[src/rtl/tile_pkg.sv]
package tile_pkg;
  typedef enum logic [1:0] {
    MODE_LINEAR = 2'd0,
    MODE_TILED  = 2'd1,
    MODE_RSVD2  = 2'd2,
    MODE_RSVD3  = 2'd3
  } tile_mode_e;

  typedef enum logic [1:0] {
    KIND_PASS  = 2'd0,
    KIND_TILE  = 2'd1,
    KIND_ERROR = 2'd2
  } tile_kind_e;
endpackage

[src/rtl/tile_split.sv]
module tile_split
  import tile_pkg::*;
#(
  parameter int ADDR_W = 24,
  parameter int SH_W   = 5
) (
  input  logic              clk,
  input  logic              rst_n,
  input  logic              in_valid,
  input  logic [1:0]        in_mode,
  input  logic [ADDR_W-1:0] in_offset,
  input  logic [SH_W-1:0]   in_stride_log2,
  output logic              s1_valid,
  output tile_kind_e        s1_kind,
  output logic [ADDR_W-1:0] s1_offset,
  output logic [ADDR_W-1:0] s1_col,
  output logic [ADDR_W-1:0] s1_row,
  output logic [SH_W-1:0]   s1_sh
);
  function automatic logic [ADDR_W-1:0] col_of(logic [ADDR_W-1:0] off,
                                               logic [SH_W-1:0] sh);
    logic [ADDR_W-1:0] keep;
    keep = ~({ADDR_W{1'b1}} << sh);
    return off & keep;
  endfunction

  function automatic logic [ADDR_W-1:0] row_of(logic [ADDR_W-1:0] off,
                                               logic [SH_W-1:0] sh);
    return off >> sh;
  endfunction

  function automatic tile_kind_e kind_of(logic [1:0] m);
    case (tile_mode_e'(m))
      MODE_LINEAR: return KIND_PASS;
      MODE_TILED:  return KIND_TILE;
      default:     return KIND_ERROR;
    endcase
  endfunction

  tile_kind_e        kind_d;
  logic [ADDR_W-1:0] col_d;
  logic [ADDR_W-1:0] row_d;

  always_comb begin
    kind_d = kind_of(in_mode);
    col_d  = col_of(in_offset, in_stride_log2);
    row_d  = row_of(in_offset, in_stride_log2);
  end

  always_ff @(posedge clk or negedge rst_n) begin
    if (!rst_n) begin
      s1_valid  <= 1'b0;
      s1_kind   <= KIND_PASS;
      s1_offset <= '0;
      s1_col    <= '0;
      s1_row    <= '0;
      s1_sh     <= '0;
    end else begin
      s1_valid <= in_valid;
      if (in_valid) begin
        s1_kind   <= kind_d;
        s1_offset <= in_offset;
        s1_col    <= col_d;
        s1_row    <= row_d;
        s1_sh     <= in_stride_log2;
      end
    end
  end


  split_valid_chk: assert property (@(posedge clk) disable iff (!rst_n)
    in_valid |=> s1_valid);

  split_idle_chk: assert property (@(posedge clk) disable iff (!rst_n)
    !in_valid |=> !s1_valid);
endmodule

[src/rtl/tile_merge.sv]
module tile_merge
  import tile_pkg::*;
#(
  parameter int ADDR_W     = 24,
  parameter int SH_W       = 5,
  parameter int BLK_W_LOG2 = 5,
  parameter int BLK_H_LOG2 = 4
) (
  input  logic              clk,
  input  logic              rst_n,
  input  logic              s1_valid,
  input  tile_kind_e        s1_kind,
  input  logic [ADDR_W-1:0] s1_offset,
  input  logic [ADDR_W-1:0] s1_col,
  input  logic [ADDR_W-1:0] s1_row,
  input  logic [SH_W-1:0]   s1_sh,
  output logic              out_valid,
  output logic [ADDR_W-1:0] out_addr,
  output logic              out_err
);
  localparam int TILE_LOG2 = BLK_W_LOG2 + BLK_H_LOG2;
  localparam logic [ADDR_W-1:0] W_MASK = ADDR_W'((1 << BLK_W_LOG2) - 1);
  localparam logic [ADDR_W-1:0] H_MASK = ADDR_W'((1 << BLK_H_LOG2) - 1);

  function automatic logic [ADDR_W-1:0] assemble(logic [ADDR_W-1:0] col,
                                                 logic [ADDR_W-1:0] row,
                                                 logic [SH_W-1:0] sh);
    logic [ADDR_W-1:0] band_term, tile_term, line_term, pix_term;
    band_term = (row >> BLK_H_LOG2) << (BLK_H_LOG2 + int'(sh));
    tile_term = (col >> BLK_W_LOG2) << TILE_LOG2;
    line_term = (row & H_MASK) << BLK_W_LOG2;
    pix_term  = col & W_MASK;
    return band_term + tile_term + line_term + pix_term;
  endfunction

  logic [ADDR_W-1:0] addr_d;
  logic              err_d;

  always_comb begin
    err_d = 1'b0;
    case (s1_kind)
      KIND_PASS: addr_d = s1_offset;
      KIND_TILE: addr_d = assemble(s1_col, s1_row, s1_sh);
      default: begin
        addr_d = '0;
        err_d  = 1'b1;
      end
    endcase
  end

  always_ff @(posedge clk or negedge rst_n) begin
    if (!rst_n) begin
      out_valid <= 1'b0;
      out_addr  <= '0;
      out_err   <= 1'b0;
    end else begin
      out_valid <= s1_valid;
      out_addr  <= s1_valid ? addr_d : '0;
      out_err   <= s1_valid & err_d;
    end
  end


  linear_pass_chk: assert property (@(posedge clk) disable iff (!rst_n)
    (s1_valid && s1_kind == KIND_PASS) |=> (out_addr == $past(s1_offset)));

  err_zero_chk: assert property (@(posedge clk) disable iff (!rst_n)
    out_err |-> (out_addr == '0));

  err_valid_chk: assert property (@(posedge clk) disable iff (!rst_n)
    out_err |-> out_valid);

  merge_valid_chk: assert property (@(posedge clk) disable iff (!rst_n)
    s1_valid |=> out_valid);
endmodule

[src/rtl/tile_addr_remap.sv]
module tile_addr_remap
  import tile_pkg::*;
#(
  parameter int ADDR_W     = 24,
  parameter int BLK_W_LOG2 = 5,
  parameter int BLK_H_LOG2 = 4,
  parameter int SH_W       = $clog2(ADDR_W + 1)
) (
  input  logic              clk,
  input  logic              rst_n,
  input  logic              in_valid,
  input  logic [1:0]        in_mode,
  input  logic [ADDR_W-1:0] in_offset,
  input  logic [SH_W-1:0]   in_stride_log2,
  output logic              out_valid,
  output logic [ADDR_W-1:0] out_addr,
  output logic              out_err
);
  logic              s1_valid;
  tile_kind_e        s1_kind;
  logic [ADDR_W-1:0] s1_offset;
  logic [ADDR_W-1:0] s1_col;
  logic [ADDR_W-1:0] s1_row;
  logic [SH_W-1:0]   s1_sh;

  tile_split #(.ADDR_W(ADDR_W), .SH_W(SH_W)) u_split (
    .clk(clk), .rst_n(rst_n),
    .in_valid(in_valid), .in_mode(in_mode),
    .in_offset(in_offset), .in_stride_log2(in_stride_log2),
    .s1_valid(s1_valid), .s1_kind(s1_kind), .s1_offset(s1_offset),
    .s1_col(s1_col), .s1_row(s1_row), .s1_sh(s1_sh)
  );

  tile_merge #(.ADDR_W(ADDR_W), .SH_W(SH_W),
               .BLK_W_LOG2(BLK_W_LOG2), .BLK_H_LOG2(BLK_H_LOG2)) u_merge (
    .clk(clk), .rst_n(rst_n),
    .s1_valid(s1_valid), .s1_kind(s1_kind), .s1_offset(s1_offset),
    .s1_col(s1_col), .s1_row(s1_row), .s1_sh(s1_sh),
    .out_valid(out_valid), .out_addr(out_addr), .out_err(out_err)
  );


  always_comb begin
    if (!rst_n) begin
      reset_quiet_chk: assert (!s1_valid && !out_valid && !out_err);
    end
  end
endmodule

[config.mk]
export PLATFORM = sky130hd
export DESIGN_NAME = tile_addr_remap
export DESIGN_NICKNAME = d
export VERILOG_FILES = /design/src/rtl/tile_pkg.sv /design/src/rtl/tile_split.sv /design/src/rtl/tile_merge.sv /design/src/rtl/tile_addr_remap.sv
export SDC_FILE = /design/constraint.sdc
export NUM_CORES = 1
export LEC_CHECK = 0
export BUFFER_PORTS_ARGS = -buffer_cell sky130_fd_sc_hd__buf_2
export CORE_ASPECT_RATIO = 0.9
export CORE_MARGIN = 5
export CORE_UTILIZATION = 65
export CTS_CLUSTER_DIAMETER = 60
export DETAILED_ROUTE_END_ITERATION = 12
export PLACE_DENSITY = 0.91
export SKIP_CTS_REPAIR_TIMING = 1
export SYNTH_ARGS = -nofsm -noshare
export SYNTH_HDL_FRONTEND = slang
export SYNTH_SLANG_ARGS = --single-unit
[constraint.sdc]
create_clock -name clk -period 6.2 [get_ports clk]
set_clock_uncertainty 0.15 [all_clocks]
set_input_delay 0.93 -clock clk [delete_from_list [all_inputs] [get_ports clk]]
set_output_delay 0.93 -clock clk [all_outputs]
set_load 0.02 [all_outputs]
* Word-level counts from Yosys, hierarchy flattened *
Cells that the tools add are included.
W data, S select, Z words.

storage, ports and cells
  logic and storage cells = 28
  bits of input ports = 34
  register bits after elaboration = 102

cells by class
  bitwise operators = 3
  mux-type cells = 4
  shift-type cells = 3
  add/sub/neg operators = 4
  reductions and logical operators = 3
  eq/ne operators = 2

operators with widths
  operator                 count
  $pmux W24 S2             1
  $shl A20 B32 Y24         1
  $add A24 B24 Y24         1
  $add A24 B5 Y24          1
  $add A24 B9 Y24          1
  $mux W24                 1
  $shl A24 B5 Y20 const A  1
  $shr A24 B5 Y24          1
  $and A20 B20 Y20         1
  $not A20 Y20             1
  $add A3 B5 Y6 const A    1
  $eq A2 B1 Y1 const B     2
  $logic_not A2 Y1         2
  $pmux W2 S2              1
  $reduce_or A2 Y1         1
  $and A1 B1 Y1            1
  $mux W1                  1

* Logic depth before layout (Yosys ltp) *
Gate-level depths: netlist of the first run.

  word-level depth = 7
  depth in mapped cells = 19

* By module *
A second synthesis of the first run with hierarchy kept.

unflattened totals
  cell total of the unflattened synthesis = 774
  area, all modules = 7,478.4 um^2

modules (own cells, without submodules)
  module      area an instance (um^2)  sequential area each (um^2)  cells an instance  times used
  tile_split  4,251.6                  2,001.9                      378                1
  tile_merge  3,226.8                  650.6                        396                1

* Least setup slack after synthesis of the first run *
Ideal clock, no wire load.

  path type = register -> register
  start point = register u_split.s1_sh[1]
  end point = register u_merge.out_addr[23]
  stages on the path, launching flop included = 16
  path slack = 2.747 ns
  data required time = 5.919 ns
  arrival = 3.172 ns
  buffers on the path = 3
  setup time = 0.131 ns
  cell sequence = dfrtp_1 -> buf_4 -> buf_2 -> buf_4 -> o21ai_0 -> o21ai_0 -> mux2_2 -> o22a_1 -> nor2_1 -> ha_1 -> nand4_1 -> o41ai_4 -> a31oi_4 -> o31ai_4 -> xnor2_1 -> o21ai_1

between the ends
  word-level cells in the longest chain between the ends = 7

ends and longest elaborated chain
  what                    RTL line          RTL
  from (decl)             tile_split.sv:18  output logic [SH_W-1:0] s1_sh
  from (signal assigned)  tile_split.sv:65  s1_sh <= in_stride_log2;
  $add A3 B5 Y6           tile_merge.sv:29  band_term = (row >> BLK_H_LOG2) << (BLK_H_LOG2 + int'(sh));
  $shl A20 B32 Y24        tile_merge.sv:29
  $add A24 B24 Y24        tile_merge.sv:33  return band_term + tile_term + line_term + pix_term;
  $add A24 B9 Y24         tile_merge.sv:33
  $add A24 B5 Y24         tile_merge.sv:33
  $pmux W24 S2            tile_merge.sv:41  case (s1_kind)
  $mux W24                tile_merge.sv:58  out_addr <= s1_valid ? addr_d : '0;
  to (signal assigned)    tile_merge.sv:58
  to (decl)               tile_merge.sv:18  output logic [ADDR_W-1:0] out_addr,

No other way between the ends.
A chain may end at the register's enable or synchronous reset.

* Worst setup path after layout of the first run *
  start point = register u_split.s1_sh[2]
  end point = register u_merge.out_addr[20]

The elaborated chain is that of the path after synthesis.

==> results of run 1 <==
[critical path: cells and delay by family (launching register included)]
family	cells	cell delay (ns)
AO/OA/AOI/OAI	7	1.66
adder cells (fa/ha/maj)	3	1.42
buffers and inverters	2	0.46
flip-flops	1	0.37
AND/OR/NAND/NOR	2	0.28
[power breakdown]
| group | internal [mW] | switching (mW) |
|---|---|---|
| combinational | 0.261 | 0.416 |
| sequential | 0.724 | 0.0544 |
| clock | 0.347 | 0.254 |
| total | 1.33 | 0.724 |
[cell families after synthesis]
group,count (synthesis),share of synthesized area
compound gates,235,0.2153
xor+xnor,17,0.02122
fa+ha+maj,25,0.04346
buf+inv,115,0.06163
flops,102,0.3464
mux,119,0.1837
simple gates,210,0.1284
[layer usage]
metal / routed length (um) / GRT usage / part of all wire
met1: 8098 / 0.4188 / 0.39
met2: 9623 / 0.4758 / 0.47
met3: 2180 / 0.07908 / 0.11
met4: 602 / 0.1060 / 0.029
met5: 0 / 0 / 0
[synth_stat cells, types with 5 or more instances]
library cell	count	area [sq um]
nand3b_1	5	37.54
xnor2_1	14	122.6
nand3_1	16	80.08
a31oi_1	14	87.58
o21a_1	9	67.56
buf_1	7	26.28
a21oi_1	47	235.2
o21ai_1	6	30.03
mux4_2	9	202.7
buf_2	6	30.03
a21o_1	17	127.6
clkbuf_1	38	142.6
inv_1	57	214.0
a211oi_1	18	135.1
mux2i_1	70	700.7
nor2b_1	7	43.79
ha_1	24	300.3
nand2_1	59	221.5
or2_2	5	31.28
o22ai_1	25	156.4
o21ai_0	51	255.2
nand4_1	7	43.79
nor3_1	15	75.07
dfrtp_1	102	2552
nor2_1	77	289.0
o22a_1	9	78.83
mux2_2	40	450.4
[worst min path at each step]
stage	slack [ns]	endpoint	depth (start not counted)
floorplan	0.23	u_merge.out_valid$_DFF_PN0_	0
global placement	0.24	u_merge.out_valid$_DFF_PN0_	0
detailed placement	0.24	u_merge.out_valid$_DFF_PN0_	0
CTS	0.26	u_merge.out_valid$_DFF_PN0_	0
global route	0.30	u_merge.out_valid$_DFF_PN0_	0
finish	0.27	u_merge.out_valid$_DFF_PN0_	0
[area by class of cell]
class / count / share of cell area
inverters: 60 / 0.02822
well taps: 152 / 0.02383
repair buffers: 63 / 0.04139
clock buffers: 12 / 0.03340
flip-flops and latches: 102 / 0.3198
clock inverters: 4 / 0.006585
multi-input cells: 606 / 0.5467
[sequential cells by signal (all words and copies together) (netlist names)]
| signal | flops |
|---|---|
| u_split.s1_sh | 5 |
| u_merge.out_err | 1 |
| u_merge.out_addr | 24 |
| u_split.s1_kind | 2 |
| u_merge.out_valid | 1 |
| u_split.s1_offset | 24 |
| u_split.s1_row | 24 |
| u_split.s1_col | 20 |
| u_split.s1_valid | 1 |
[per-stage QoR]
step | hold slack (ns) | setup WS [ns]
CTS | 0.2596 | 1.799
floorplan | 0.2308 | 2.747
detailed placement | 0.2420 | 1.817
global placement | 0.2442 | 1.974
global route | 0.3024 | 1.493
finish | 0.2651 | 1.734
==> run metrics, run 1 <==
status=finished, final reports clean; fraction of registers with async set/reset=1.000; HP Start=u_split.s1_valid$_DFF_PN0_; Final period util=0.7204; Critical Path AT=4.56 ns; Pwr Density=257.7 nW/um^2; Peak VDD IR=0.2048 mV; placed cells=983; #FFs+latches synth=102; Max Root-Sink Buffers=2; WP data required=6.29 ns; Seq/Total Area, Yosys=0.3463; startpoint types=flip-flop; most common cell after layout, fill and taps aside=dfrtp_1; CP startpoint=u_split.s1_sh[2]$_DFFE_PN0P_; fillers=805; Tot Pwr=2.057 mW; total CTS buffers=9; routed vias=6,600; ys flop type=dfrtp_1; initial antenna violation count=0; CTS tree=built; syn_nets=882; R2R Path Start=u_split.s1_sh[2]$_DFFE_PN0P_; final WL=20,500 um; Tmin final=4.466 ns; Root Driver=clkbuf_16; Final Max Tran Viols=0; slowest CP cell=ha_1; Area Growth Syn to Fin=8.285%; Worst setup EP type=flip-flop; Final TNS setup=0 ns; number of global-route vias before repair=6,300; Antenna Nets Post-Route=0; slew margin rel.=0.4356; final cell count without fillers=999; Final setup viols=0; Placement Cell Area=7661 sq um; Ports=60; hpwl dp=15,090 um; end point of the critical path=u_merge.out_addr[20]$_DFF_PN0_; core box area=10,950 sq um; crit path cell chain=buf_4, ha_1, inv_1, nand4_1, nor2_1, ha_1, fa_1, a21o_1, a211oi_1, o21bai_1, a32oi_2, a211oi_1, o21a_1, a211o_1; Fmax=223.9 MHz; r2r endpoint=u_merge.out_addr[20]$_DFF_PN0_; post-layout instance area=7980 sq um; Final GP Congestion=0.9676; RSZ-0062 raised after global routing=false; critical path peak fanout=31; Buffers on Ports=59; Final #Nets=901; clk sinks=102; commonest non-fill, non-tap cells in the layout=102 x dfrtp_1, 77 x nor2_1, 70 x mux2i_1; DR iter-0 viols=837; Leak=3.720 nW; crit path kind=flip-flop to flip-flop; GRT overflow=0; Clock transition at path regs=0.07 ns; EDFF count, synth=0; Worst Hold Class=flip-flop to flip-flop; DR vias/cell=6.607; fin util=0.7291; endpoints failing hold=0; chip width=122.2 um; CP peak stage delay=0.81 ns; Register Area=2552 sq um; Synth warnings=0; worst skew pair latency=0.36 ns; first-pass GRT wire length=32,660 um; Netlist Area Pre-Place=7370 sq um; Die H=111.0 um; Post-Synthesis Cells=823; flop2flop setup slack=1.73 ns; die footprint=13,570 sq um; count of cell types in the netlist=66; DRC viols=0; R2R depth=14; Wirelength per Cell=20.52 um; TritonRoute pass-1 iters=6; largest net degree at the start of global routing=71; ant diodes=0; CTS H-tree depth=3; All-Layer GR Usage=0.3074; Max Cap Viol=0; slew at the pin closest to its max-slew limit=0.8467 ns; Multi-input gate area=4363 sq um; layout cells sized above 1=0.1712; std cell rows=36; syn avg cell area=8.955 sq um; Initial Util=0.6733
Power figures use the tool's default switching activity.
==> run 2, diff against run 1 <==
--- a/config.mk
+++ b/config.mk
@@ -8,10 +8,10 @@
 export BUFFER_PORTS_ARGS = -buffer_cell sky130_fd_sc_hd__buf_2
 export CORE_ASPECT_RATIO = 0.9
 export CORE_MARGIN = 5
-export CORE_UTILIZATION = 65
+export CORE_UTILIZATION = 55
 export CTS_CLUSTER_DIAMETER = 60
 export DETAILED_ROUTE_END_ITERATION = 12
-export PLACE_DENSITY = 0.91
+export PLACE_DENSITY = 0.82
 export SKIP_CTS_REPAIR_TIMING = 1
 export SYNTH_ARGS = -nofsm -noshare
 export SYNTH_HDL_FRONTEND = slang
==> constraint.sdc (replaced) <==
create_clock -name clk -period 3.9 [get_ports clk]
set_clock_uncertainty 0.15 [all_clocks]
set_input_delay 0.585 -clock clk [delete_from_list [all_inputs] [get_ports clk]]
set_output_delay 0.585 -clock clk [all_outputs]
set_load 0.02 [all_outputs]
==> run 2 against run 1 <==
Effect of this change:
- register-to-register slack got worse by 1.6 ns
- maximum frequency up 18%
- core utilization is 12 points lower
- critical path type unchanged
- routed wire length rose by 0.73%
- cell count rose by 3.3%
- largest power group unchanged
- first-iteration DRC count is 24% lower
==> run metrics, run 2 (same netlist as run 1, synthesis figures left out) <==
Max Root-Sink Buffers=2; Tmin final=3.783 ns; GRT Max-Usage Layer=met2; CTS H-tree depth=3; Clock transition at path regs=0.07 ns; fillers=1,124; end point of the critical path=u_merge.out_addr[23]$_DFF_PN0_; status=finished, final reports clean; TritonRoute pass-1 iters=6; WHS=0.2422 ns; DR vias/cell=6.319; worst setup margin=0.1168 ns; routed vias=6,521; Final Max Tran Viols=0; R2R depth=12; Critical Path AT=3.87 ns; final cell count without fillers=1,032; Register Area=2552 sq um; largest net degree at the start of global routing=80; Placement Cell Area=7794 sq um; Final TNS setup=0 ns; endpoints failing hold=0; Ports=60; clk sinks=102; Worst setup EP type=flip-flop; Peak VDD IR=0.2623 mV; startpoint types=flip-flop; Multi-input gate area=4364 sq um; Buffers on Ports=59; hpwl dp=15,510 um; ant diodes=0; critical path peak fanout=11; core box area=13,260 sq um; met3 Usage GRT=0.07209; Max Cap Viol=0; post-layout instance area=8088 sq um; Root Driver=clkbuf_16; Worst Hold Class=input port to asynchronous set/reset pin; Leak=3.790 nW; Initial Util=0.5557; number of global-route vias before repair=6,148; DR iter-0 viols=634; DRC viols=0; met1 Use GR=0.3611; M2 GR Usage=0.3924; Final setup viols=0; placed cells=1,014; CTS tree=built; Setup WS pre-CTS=0.2899 ns; All-Layer GR Usage=0.2612; most common cell after layout, fill and taps aside=dfrtp_1; slew margin rel.=0.3332; std cell rows=40; R2R Path Start=u_split.s1_sh[1]$_DFFE_PN0P_; Fmax=264.3 MHz; total CTS buffers=9; chip width=132.0 um; Final #Nets=918; commonest non-fill, non-tap cells in the layout=102 x dfrtp_1, 77 x nor2_1, 70 x mux2i_1; Wirelength per Cell=20.01 um; worst skew pair latency=0.36 ns; r2r endpoint=u_merge.out_addr[23]$_DFF_PN0_; CP startpoint=u_split.s1_sh[1]$_DFFE_PN0P_; layout cells sized above 1=0.1852; Largest regs=u_merge.out_addr x24, u_split.s1_offset x24, u_split.s1_row x24; slew at the pin closest to its max-slew limit=1.000 ns; Antenna Nets Post-Route=0; Tot Pwr=3.195 mW; die footprint=15,820 sq um; Final GP Congestion=0.9864; fin util=0.6098; Die H=119.8 um; GRT overflow=0; crit path kind=flip-flop to flip-flop; Area Growth Syn to Fin=9.745%; flop2flop setup slack=0.12 ns; final WL=20,650 um; initial antenna violation count=1; Pwr Density=395.0 nW/um^2; Final period util=0.9701; first-pass GRT wire length=32,890 um; WP data required=3.98 ns
## run 2: worst max-delay path: stages (launching register included)
cell and delay [ns]:
dfrtp_1 0.35, buf_4 0.20, mux4_2 0.52, mux2i_1 0.38, nor3_1 0.12, ha_1 0.41
nand4_1 0.22, o41ai_4 0.49, buf_4 0.20, a31oi_4 0.13, o31ai_4 0.27, xnor2_1 0.14
o21ai_1 0.07
## run 2: how the worst min path moves through the flow
stage	to	depth (start not counted)
after global placement	u_merge.out_valid$_DFF_PN0_	0
final	u_merge.out_addr[11]$_DFF_PN0_	1
after global routing	u_merge.out_valid$_DFF_PN0_	0
after CTS	u_merge.out_valid$_DFF_PN0_	0
after floorplan	u_merge.out_addr[0]$_DFF_PN0_	0
after detailed placement	u_merge.out_valid$_DFF_PN0_	0
## run 2: routing by layer
metal / wire [um] / vias to the layer above
li1: - / 3048
met1: 8803 / 3122
met2: 9253 / 306
met3: 2009 / 45
met4: 588 / 0
met5: 0 / -
## run 2: layout make-up
type	instances	area share
Clock buffer	12	0.03048
Clock inverter	4	0.003868
Inverter	60	0.02785
Multi-Input combinational cell	606	0.5396
Sequential cell	102	0.3156
Tap cell	168	0.02599
Timing Repair Buffer	80	0.05662
## run 2: power breakdown
group	internal [mW]	leakage, nW	switching [mW]
combinational	0.439	2.36	0.662
sequential	1.15	1.29	0.0829
clock	0.454	0.137	0.405
total	2.04	3.79	1.15
